$ cat src/rtl/mpm_pkg.sv
package mpm_pkg;
    typedef enum logic [1:0] {
        ST_IDLE = 2'd0,
        ST_ADDR = 2'd1,
        ST_DATA = 2'd2
    } bus_st_e;
endpackage

$ cat src/rtl/mpm_latch_bank.sv
module mpm_latch_bank #(
    parameter int NP = 4,
    parameter int PW = 8,
    localparam int SW = (NP > 1) ? $clog2(NP) : 1
) (
    input  logic             clk,
    input  logic             rst_n,
    input  logic             wr_en,
    input  logic [SW-1:0]    wr_sel,
    input  logic [PW-1:0]    wr_data,
    output logic [NP*PW-1:0] latch
);
    typedef struct packed {
        logic [NP*PW-1:0] lat;
    } lat_regs_t;

    lat_regs_t r_d, r_q;

    always_comb begin
        r_d = r_q;
        if (wr_en) begin
            r_d.lat[int'(wr_sel)*PW +: PW] = wr_data;
        end
    end

    always_ff @(posedge clk) begin
        if (!rst_n) r_q <= '{lat: '1};
        else        r_q <= r_d;
    end

    assign latch = r_q.lat;

    // an unselected port keeps its value across a write
    a_r2_write_target: assert property (@(posedge clk) disable iff (!rst_n)
        (wr_en && wr_sel != '0) |=> latch[PW-1:0] == $past(latch[PW-1:0]));
endmodule

$ cat src/rtl/mpm_bus_fsm.sv
module mpm_bus_fsm #(
    parameter int AW          = 16,
    parameter int DW          = 8,
    parameter int DATA_CYCLES = 2,
    localparam int CW = (DATA_CYCLES > 1) ? $clog2(DATA_CYCLES) : 1,
    localparam int HW = AW - DW
) (
    input  logic          clk,
    input  logic          rst_n,
    input  logic          req,
    input  logic          wr,
    input  logic          wide,
    input  logic [AW-1:0] addr,
    input  logic [DW-1:0] wdata,
    input  logic [DW-1:0] p0_pin,
    output logic          ale,
    output logic          busy,
    output logic          lo_own,
    output logic          lo_oe,
    output logic [DW-1:0] lo_val,
    output logic          hi_own,
    output logic [HW-1:0] hi_val,
    output logic          rd_ph,
    output logic [DW-1:0] rdata
);
    import mpm_pkg::*;

    localparam logic [CW-1:0] LAST = CW'(DATA_CYCLES - 1);

    typedef struct packed {
        bus_st_e       st;
        logic [AW-1:0] addr;
        logic          wr;
        logic          wide;
        logic [DW-1:0] wdata;
        logic [CW-1:0] cnt;
        logic [DW-1:0] rdata;
    } fsm_regs_t;

    fsm_regs_t r_d, r_q;

    always_comb begin
        r_d = r_q;
        unique case (r_q.st)
            ST_IDLE: begin
                if (req) begin
                    r_d.st    = ST_ADDR;
                    r_d.addr  = addr;
                    r_d.wr    = wr;
                    r_d.wide  = wide;
                    r_d.wdata = wdata;
                end
            end
            ST_ADDR: begin
                r_d.st  = ST_DATA;
                r_d.cnt = '0;
            end
            ST_DATA: begin
                if (r_q.cnt == LAST) begin
                    r_d.st = ST_IDLE;
                    if (!r_q.wr) r_d.rdata = p0_pin;
                end else begin
                    r_d.cnt = r_q.cnt + 1'b1;
                end
            end
            default: r_d.st = ST_IDLE;
        endcase
    end

    always_ff @(posedge clk) begin
        if (!rst_n) begin
            r_q       <= '0;
            r_q.st    <= ST_IDLE;
        end else begin
            r_q <= r_d;
        end
    end

    assign ale    = (r_q.st == ST_ADDR);
    assign busy   = (r_q.st != ST_IDLE);
    assign lo_own = busy;
    assign lo_oe  = ale || (r_q.st == ST_DATA && r_q.wr);
    assign lo_val = ale ? r_q.addr[DW-1:0] : r_q.wdata;
    assign hi_own = busy && r_q.wide;
    assign hi_val = r_q.addr[AW-1:DW];
    assign rd_ph  = (r_q.st == ST_DATA) && !r_q.wr;
    assign rdata  = r_q.rdata;

    // the strobe lasts exactly one clock
    a_r5_ale_single: assert property (@(posedge clk) disable iff (!rst_n)
        ale |=> !ale);

    // every cycle opens with the address phase
    a_r5_busy_starts_ale: assert property (@(posedge clk) disable iff (!rst_n)
        $rose(busy) |-> ale);

    // the strobe follows an idle clock, so requests while busy are dropped
    a_r10_ale_after_idle: assert property (@(posedge clk) disable iff (!rst_n)
        $rose(ale) |-> $past(r_q.st) == ST_IDLE);

    // captured data is stable outside the capture edge
    a_r9_rdata_hold: assert property (@(posedge clk) disable iff (!rst_n)
        !rd_ph |=> $stable(rdata));
endmodule

$ cat src/rtl/mpm_pin_drive.sv
module mpm_pin_drive #(
    parameter int PW         = 8,
    parameter bit OPEN_DRAIN = 1'b0
) (
    input  logic [PW-1:0] latch,
    input  logic          bus_own,
    input  logic          bus_oe,
    input  logic [PW-1:0] bus_val,
    output logic [PW-1:0] oe,
    output logic [PW-1:0] out,
    output logic [PW-1:0] pu
);
    always_comb begin
        if (bus_own) begin
            oe  = {PW{bus_oe}};
            out = bus_val & {PW{bus_oe}};
        end else begin
            oe  = ~latch;
            out = '0;
        end
    end

    generate
        if (OPEN_DRAIN) begin : g_od
            assign pu = '0;
        end else begin : g_pu
            assign pu = '1;
        end
    endgenerate
endmodule

$ cat src/rtl/mcu_port_mux.sv
module mcu_port_mux #(
    parameter int NP          = 4,
    parameter int PW          = 8,
    parameter int AW          = 16,
    parameter int DATA_CYCLES = 2,
    localparam int SW = (NP > 1) ? $clog2(NP) : 1,
    localparam int TW = NP * PW
) (
    input  logic          clk,
    input  logic          rst_n,
    input  logic          wr_en,
    input  logic [SW-1:0] wr_sel,
    input  logic [PW-1:0] wr_data,
    input  logic [SW-1:0] rd_sel,
    output logic [PW-1:0] rd_data,
    input  logic [TW-1:0] pin_in,
    output logic [TW-1:0] pin_oe,
    output logic [TW-1:0] pin_out,
    output logic [TW-1:0] pin_pu,
    input  logic          bus_req,
    input  logic          bus_wr,
    input  logic          bus_wide,
    input  logic [AW-1:0] bus_addr,
    input  logic [PW-1:0] bus_wdata,
    output logic [PW-1:0] bus_rdata,
    output logic          bus_ale,
    output logic          bus_busy
);
    localparam int LO_PORT = 0;
    localparam int HI_PORT = 2;

    logic [TW-1:0]    latch;
    logic             lo_own, lo_oe, hi_own, rd_ph;
    logic [PW-1:0]    lo_val;
    logic [AW-PW-1:0] hi_val;

    mpm_latch_bank #(.NP(NP), .PW(PW)) u_latch (
        .clk(clk), .rst_n(rst_n), .wr_en(wr_en), .wr_sel(wr_sel),
        .wr_data(wr_data), .latch(latch)
    );

    mpm_bus_fsm #(.AW(AW), .DW(PW), .DATA_CYCLES(DATA_CYCLES)) u_fsm (
        .clk(clk), .rst_n(rst_n), .req(bus_req), .wr(bus_wr), .wide(bus_wide),
        .addr(bus_addr), .wdata(bus_wdata), .p0_pin(pin_in[LO_PORT*PW +: PW]),
        .ale(bus_ale), .busy(bus_busy), .lo_own(lo_own), .lo_oe(lo_oe),
        .lo_val(lo_val), .hi_own(hi_own), .hi_val(hi_val), .rd_ph(rd_ph),
        .rdata(bus_rdata)
    );

    for (genvar p = 0; p < NP; p++) begin : g_port
        logic          own, boe;
        logic [PW-1:0] bval;
        if (p == LO_PORT) begin : g_lo
            assign own  = lo_own;
            assign boe  = lo_oe;
            assign bval = lo_val;
        end else if (p == HI_PORT) begin : g_hi
            assign own  = hi_own;
            assign boe  = 1'b1;
            assign bval = PW'(hi_val);
        end else begin : g_gp
            assign own  = 1'b0;
            assign boe  = 1'b0;
            assign bval = '0;
        end
        mpm_pin_drive #(.PW(PW), .OPEN_DRAIN(p == LO_PORT)) u_drv (
            .latch(latch[p*PW +: PW]), .bus_own(own), .bus_oe(boe),
            .bus_val(bval), .oe(pin_oe[p*PW +: PW]),
            .out(pin_out[p*PW +: PW]), .pu(pin_pu[p*PW +: PW])
        );
    end

    assign rd_data = pin_in[int'(rd_sel)*PW +: PW];

    // port 0 as plain I/O only ever sinks
    a_r3_lo_never_high: assert property (@(posedge clk) disable iff (!rst_n)
        !bus_busy |-> (pin_oe[LO_PORT*PW +: PW] & pin_out[LO_PORT*PW +: PW]) == '0);

    // the data phase of a read releases port 0
    a_r9_read_release: assert property (@(posedge clk) disable iff (!rst_n)
        rd_ph |-> pin_oe[LO_PORT*PW +: PW] == '0);

    // a narrow cycle leaves port 2 with its latch
    a_r7_narrow_latch: assert property (@(posedge clk) disable iff (!rst_n)
        (bus_busy && !hi_own) |-> pin_oe[HI_PORT*PW +: PW] == ~latch[HI_PORT*PW +: PW]);

    // a wide cycle drives every port-2 line
    a_r6_wide_drive: assert property (@(posedge clk) disable iff (!rst_n)
        hi_own |-> pin_oe[HI_PORT*PW +: PW] == '1);

    // no drive value without a drive enable
    a_r2_out_gated: assert property (@(posedge clk) disable iff (!rst_n)
        (pin_out & ~pin_oe) == '0);
endmodule

$ cat config.mk
export PLATFORM = sky130hd
export DESIGN_NAME = mcu_port_mux
export DESIGN_NICKNAME = d
export VERILOG_FILES = /design/src/rtl/mpm_pkg.sv /design/src/rtl/mpm_latch_bank.sv /design/src/rtl/mpm_bus_fsm.sv /design/src/rtl/mpm_pin_drive.sv /design/src/rtl/mcu_port_mux.sv
export SDC_FILE = /design/constraint.sdc
export NUM_CORES = 1
export LEC_CHECK = 0
export ABC_AREA = 1
export BUFFER_PORTS_ARGS = -buffer_cell sky130_fd_sc_hd__buf_2
export CAP_MARGIN = 15
export CORE_UTILIZATION = 30
export CTS_CLUSTER_SIZE = 30
export DETAILED_ROUTE_END_ITERATION = 16
export PLACE_DENSITY = 0.6
export SLEW_MARGIN = 15
export SYNTH_ARGS = -nofsm -noshare
export SYNTH_HDL_FRONTEND = slang
export SYNTH_SLANG_ARGS = --single-unit
$ cat constraint.sdc
create_clock -name clk -period 1.3 [get_ports clk]
set_input_delay 0.13 -clock clk [delete_from_list [all_inputs] [get_ports clk]]
set_output_delay 0.13 -clock clk [all_outputs]
set_load 0.05 [all_outputs]
==> run_results.csv, run 1 <==
group,metric,value,unit
power,power_density,1550,mW/mm^2
synthesis,synthDistinctLibCells,25,
power,leakage,2.75,nW
detailed_routing,wl,10300,microns
status,violations,"negative setup slack",
synthesis,synth_area_leader_cell,"dfxtp_1",
power,peakVddDrop,686,uV
setup_path,crit_path_end_kind,"output port",
grt,use_met3,5.31,%
place,place.gp.congestion,0.840,
timing,timing.fmax,552,MHz
clock_tree,cts_buffers,9,
setup_path,slowest_delay,360,ps
die,start_util,31.1,%
die,num_rows,40,
detailed_routing,final_antenna_net_count,0,
clock_tree,cts_tree,"done",
synthesis,syn_inst,544,
timing,hold_viol_final,0,
grt,grt_pass1_vias,3536,
synthesis,ys_top_cells_by_area,"dfxtp_1, buf_4, nand2_1, a21oi_1, o21ai_0",
setup_path,startpoint_type,"flop",
clock_tree,cts_hold_buf,0,
hold_path,min_path_type,"primary input to flop",
timing,fin_ws,-513,ps
detailed_routing,drt_iter0_drc,73,
die,die_w,114,microns
setup_path,arrival,1680,ps
synthesis,ys_seq_area_share,36.7,%
die,core,0.0121,sq mm
clock_tree,clk_pin_slew,60,ps
place,placed_area,0.00479,sq mm
synthesis,ys_seq_elements,69,
synthesis,syn_avg_cell_area,6.92,sq um
grt,use_met2,29.0,%
clock_tree,insertion_delay,340,ps
die,dieArea,0.0130,sq mm
synthesis,synth_compound_area_share,17.4,%
grt,gr-total-overflow,0,
synthesis,synth_top_area_share,36.7,%
grt,grt_util_all_layers,16.1,%
grt,grt-busiest-layer,"met2",
final_layout,final_common_cell,"buf_2",
final_layout,nFillCells,1220,
final_layout,nNetsFinal,774,
clock_tree,cts-root-buf,"clkbuf_16",
detailed_routing,num_vias,3779,
die,die_y,114,microns
status,status,"complete, but fails checks",
final_layout,layout_common_cells,"buf_2, nand2_1, dfxtp_1",
final_layout,area_growth,50.6,%
setup_path,crit_required,1170,ps
grt,grt_max_degree,33,
synthesis,synth-xor-area-share,0,%
final_layout,finish.instance_area,0.00567,sq mm
setup_path,path_common_cell,"inv_4",
synthesis,synthAdderAreaFrac,2.66,%
final_layout,utilization,46.8,%
timing,period_minus_slack,1810,ps
clock_tree,clkSinkCount,69,
final_layout,drive_gt1_share,36.2,%
synthesis,synth_top_family_by_area,"simple AND/OR/NAND/NOR gates",
grt,grt.met1_usage,17.6,%
synthesis,netlist_area,0.00377,sq mm
setup_path,crit_chain,"inv_4, ha_4, inv_4, o21ai_4, nand2_4, o21ai_2, buf_6",
setup_path,critPathKind,"flop to output port",
grt,grt_pass1_wl,16300,microns
place,place_ws,-255,ps
setup_path,critPathBufInv,3,
timing,fin_skew,7.72,ps
setup_path,cp_slowest_cell,"dfxtp_4",
synthesis,synth-simple-area-share,22.2,%
place,port_buffers,139,
synthesis,muxShareOfSynthArea,0,%
detailed_routing,vias_per_cell,4.37,
place,dp_hpwl,7570,microns
clock_tree,cts_buffer_depth,2,
synthesis,yosysWarnings,0,
timing,maxSlewViolCount,0,
clock_tree,htree_levels,3,
setup_path,critPathMaxFanout,8,
final_layout,diodes,0,
die,io_pins,188,
timing,fin_crit_sh,139,%
setup_path,crit_family,"compound AO/OA/AOI/OAI gates",
detailed_routing,first_pass_iters,5,
timing,setup_viol,60,
detailed_routing,wire_per_inst,11.9,microns
grt,antenna_found_initial,0,
detailed_routing,drc,0,
run,maxCapViolCount,0,
timing,grt_setup_unrepaired,"yes",
cell usage after synthesis, drive strengths merged:
master / number
nand4: 8
inv: 63
o21ai: 47
conb: 2
nand3: 11
nand2: 109
a21boi: 8
nor2: 57
dfxtp: 69
ha: 8
buf: 72
a21oi: 60
nor3: 12
clkbuf: 10
o211ai: 8
state kept, by name (all words and copies together) (netlist names):
register and count:
u_fsm.r_q 21, u_latch.latch 32, u_fsm.rdata 8, u_fsm.hi_val 8
power by group:
group          switching (mW)  total, mW  internal (mW)  leakage (nW)
registers               0.165       2.53           2.36         0.570
logic                    2.30       3.56           1.27          2.02
clock network           0.964       2.71           1.74         0.156
total                    3.42       8.79           5.37          2.75
per-stage QoR:
step	TNS, ps	hold WS [ps]	power, mW	std cells
floorplan	-3130	261	4.89	590
global placement	-4960	378	5.35	838
detailed placement	-6600	379	5.39	838
CTS	-14770	17.9	8.70	863
global route	-18180	25.8	9.22	865
finish	-14890	30.2	8.79	865
kinds of logic (layout without fill, tap and decap cells):
kind of cell,after synthesis,in the layout
AND/OR/NAND/NOR,197,198
AO/OA/AOI/OAI,123,123
adder cells (fa/ha/maj),8,8
flip-flops,69,69
buffers and inverters,145,251
other,2,48
path summary, 6_finish.rpt:
kind                        from              end  slack, ps  cells after the start
setup / recovery   u_fsm.r_q[35]        pin_oe[7]       -510                      7
hold / removal      bus_wdata[7]    u_fsm.r_q[16]         30                      3
setup reg to reg   u_fsm.r_q[36]  u_fsm.hi_val[6]        -70                      7
hold reg to reg   u_fsm.rdata[1]   u_fsm.rdata[1]        460                      2
routing by layer:
metal	up-vias	wire length, microns	share of wire, %
li1	1932	-	-
met1	1709	4110	40
met2	127	5250	51
met3	11	767	7.5
met4	0	133	1.3
met5	-	0	0
layout make-up:
class	instances	area [sq um]	area share, %
sequential	69	1390	24.5
inverter	63	264	4.65
clock inverter	6	92.6	1.63
multi-input combinational	377	2150	37.9
timing repair buffer	172	1330	23.5
clock buffer	10	239	4.21
tap	168	210	3.71
repair_timing:
item                                    4_1_cts  5_1_grt
gates resized for setup                     109       40
pin swaps                                     7        8
setup buffers                                 7        2
gates cloned                                  2        0
endpoints found under the setup margin       53       69
hold endpoints to repair                      0        0
worst register-to-register path, stage by stage (launching register included):
cell and delay (ps):
dfxtp_4 360, inv_2 80, ha_2 210, buf_4 140
nand2_4 90, buf_8 160, o21ai_0 160, a21oi_1 60
(Power assumes the default switching activity.)
==> inputs of run 2 (changes only) <==
Clock period 1.3 ns to 1.58 ns, I/O delays scaled along.
==> run 2 against run 1 <==
  * The flow still finishes with violations (negative setup slack)
  * Count of clock-buffer cells in the layout unchanged
  * Total power down 21%
  * Highest routed layer unchanged
  * Critical path depth unchanged
==> run_results.csv, run 2 (synthesized netlist as in run 1, its figures left out) <==
group,metric,value,unit
status,status,"complete, but fails checks",
status,violations,"negative setup slack",
die,core,0.0121,sq mm
detailed_routing,wl,10200,microns
final_layout,largest_reg_flops,32,
grt,grt_pass1_vias,3476,
power,internal_power,4.28,mW
place,port_buffers,139,
power,power_density,1310,mW/mm^2
timing,timing.fmax,553,MHz
setup_path,crit_path_end_kind,"output port",
timing,setup_viol,32,
final_layout,layout_common_cells,"buf_2, nand2_1, dfxtp_1",
timing,fin_crit_sh,114,%
setup_path,crit-reg2reg-launch,"u_fsm.r_q[36]",
grt,grt_pass1_wl,16000,microns
final_layout,utilization,43.6,%
clock_tree,cts_buffer_depth,2,
final_layout,nNetsFinal,760,
setup_path,crit_required,1420,ps
hold_path,hp-start,"bus_addr[5]",
clock_tree,cts_buffers,9,
die,dieArea,0.0130,sq mm
detailed_routing,final_antenna_net_count,0,
timing,period_minus_slack,1810,ps
timing,fin_skew,8.68,ps
final_layout,area_growth,40.1,%
detailed_routing,vias_per_cell,4.39,
setup_path,critPathMaxFanout,8,
setup_path,reg2reg_slack,190,ps
detailed_routing,drc,0,
hold_path,holdPathEnd,"u_fsm.r_q[24]",
detailed_routing,drt_iter0_drc,125,
timing,final.setup.tns,-4700,ps
run,maxCapViolCount,0,
setup_path,critPathBufInv,3,
setup_path,crit_chain,"inv_2, ha_4, inv_4, o21ai_4, nand2_8, o21ai_4, buf_6",
die,num_rows,40,
setup_path,cp_slowest_cell,"dfxtp_2",
die,die_y,114,microns
clock_tree,cts_tree,"done",
die,io_pins,188,
place,place.gp.congestion,0.845,
timing,hold_viol_final,0,
power,swShare,38.1,%
setup_path,r2r_cells,6,
clock_tree,clkSinkCount,69,
die,start_util,31.1,%
clock_tree,htree_levels,3,
power,peakVddDrop,462,uV
die,die_w,114,microns
power,comb_power_share,36.9,%
setup_path,startpoint_type,"flop",
detailed_routing,num_vias,3733,
timing,grt_setup_unrepaired,"yes",
detailed_routing,wire_per_inst,12.0,microns
grt,gr-total-overflow,0,
power,p_seq_share,30.0,%
setup_path,critPathKind,"flop to output port",
place,dp_hpwl,7570,microns
setup_path,path_common_cell,"o21ai_4",
timing,fin_ws,-228,ps
final_layout,drive_gt1_share,32.7,%
grt,grt_max_degree,33,
setup_path,crit_family,"compound AO/OA/AOI/OAI gates",
hold_path,min_path_type,"primary input to flop",
grt,grt_util_all_layers,15.8,%
hold_path,hold_depth,3,
power,switchingPower,2.64,mW
power,leakage,2.60,nW
detailed_routing,first_pass_iters,4,
setup_path,arrival,1650,ps
power,pwr-share-clk,33.1,%
setup_path,slowest_delay,330,ps
final_layout,final_common_cell,"buf_2",
clock_tree,insertion_delay,330,ps
final_layout,diodes,0,
clock_tree,cts-root-buf,"clkbuf_16",
timing,maxSlewViolCount,0,
setup_path,crit-reg2reg-capture,"u_fsm.r_q[35]",
grt,antenna_found_initial,0,
clock_tree,clk_pin_slew,60,ps
place,place_ws,-50.1,ps
==> run 2: routing by layer <==
metal / vias up / track usage, % / wire length (microns)
met4: 0 / 5.19 / 154
met2: 136 / 28.7 / 5270
li1: 1900 / - / -
met3: 16 / 3.03 / 478
met1: 1681 / 18.4 / 4300
met5: - / 0 / 0
==> run 2: area by class of cell <==
class,count,area (sq um)
timing repair buffer,158,1090
clock inverter,6,111
clock buffer,10,229
inverter,63,249
sequential,69,1390
tap,168,210
multi-input combinational,377,2000
fill,1254,6830
==> run 2: worst max path at each step <==
stage / to / cells past startpoint / start / slack (ps)
global placement: pin_oe[3] / 7 / u_fsm.r_q[35] / -6
CTS: pin_oe[3] / 7 / u_fsm.r_q[35] / -230
detailed placement: pin_oe[3] / 7 / u_fsm.r_q[35] / -50
finish: pin_oe[3] / 7 / u_fsm.r_q[35] / -230
global route: pin_oe[2] / 7 / u_fsm.r_q[35] / -280
floorplan: pin_out[16] / 5 / u_fsm.r_q[35] / -80
==> run 2: power groups by stage <==
| stage | clock, mW | sequential [mW] | combinational, mW |
|---|---|---|---|
| floorplan | 0 | 2.05 | 1.89 |
| global placement | 0 | 2.09 | 2.18 |
| detailed placement | 0 | 2.10 | 2.21 |
| CTS | 2.34 | 2.07 | 2.52 |
| global route | 2.43 | 2.10 | 2.73 |
| finish | 2.29 | 2.07 | 2.55 |
==> run 2: worst reg2reg max path: stages (launching register included) <==
cell     delay [ps]
dfxtp_4         360
inv_2            80
ha_2            220
nand2_2         130
inv_2           280
nand2_1         100
a21oi_1         150
==> run 2: what timing repair did <==
action,in CTS,in global routing
gates resized for setup,85,19
setup buffers,4,0
endpoints found under the hold margin,0,0
hold buffers,0,0
pin swaps,7,2
setup endpoints to repair,33,33
gates cloned,1,0
==> run 2: through the flow <==
stage	total power, mW	instances	hold slack [ps]	cell area, sq um
3_5_place_dp	4.31	830	417	4580
6_report	6.91	851	80.6	5280
4_1_cts	6.94	851	74.6	5220
5_1_grt	7.25	851	78.0	5280
3_3_place_gp	4.27	830	413	4580
2_1_floorplan	3.93	590	289	4120
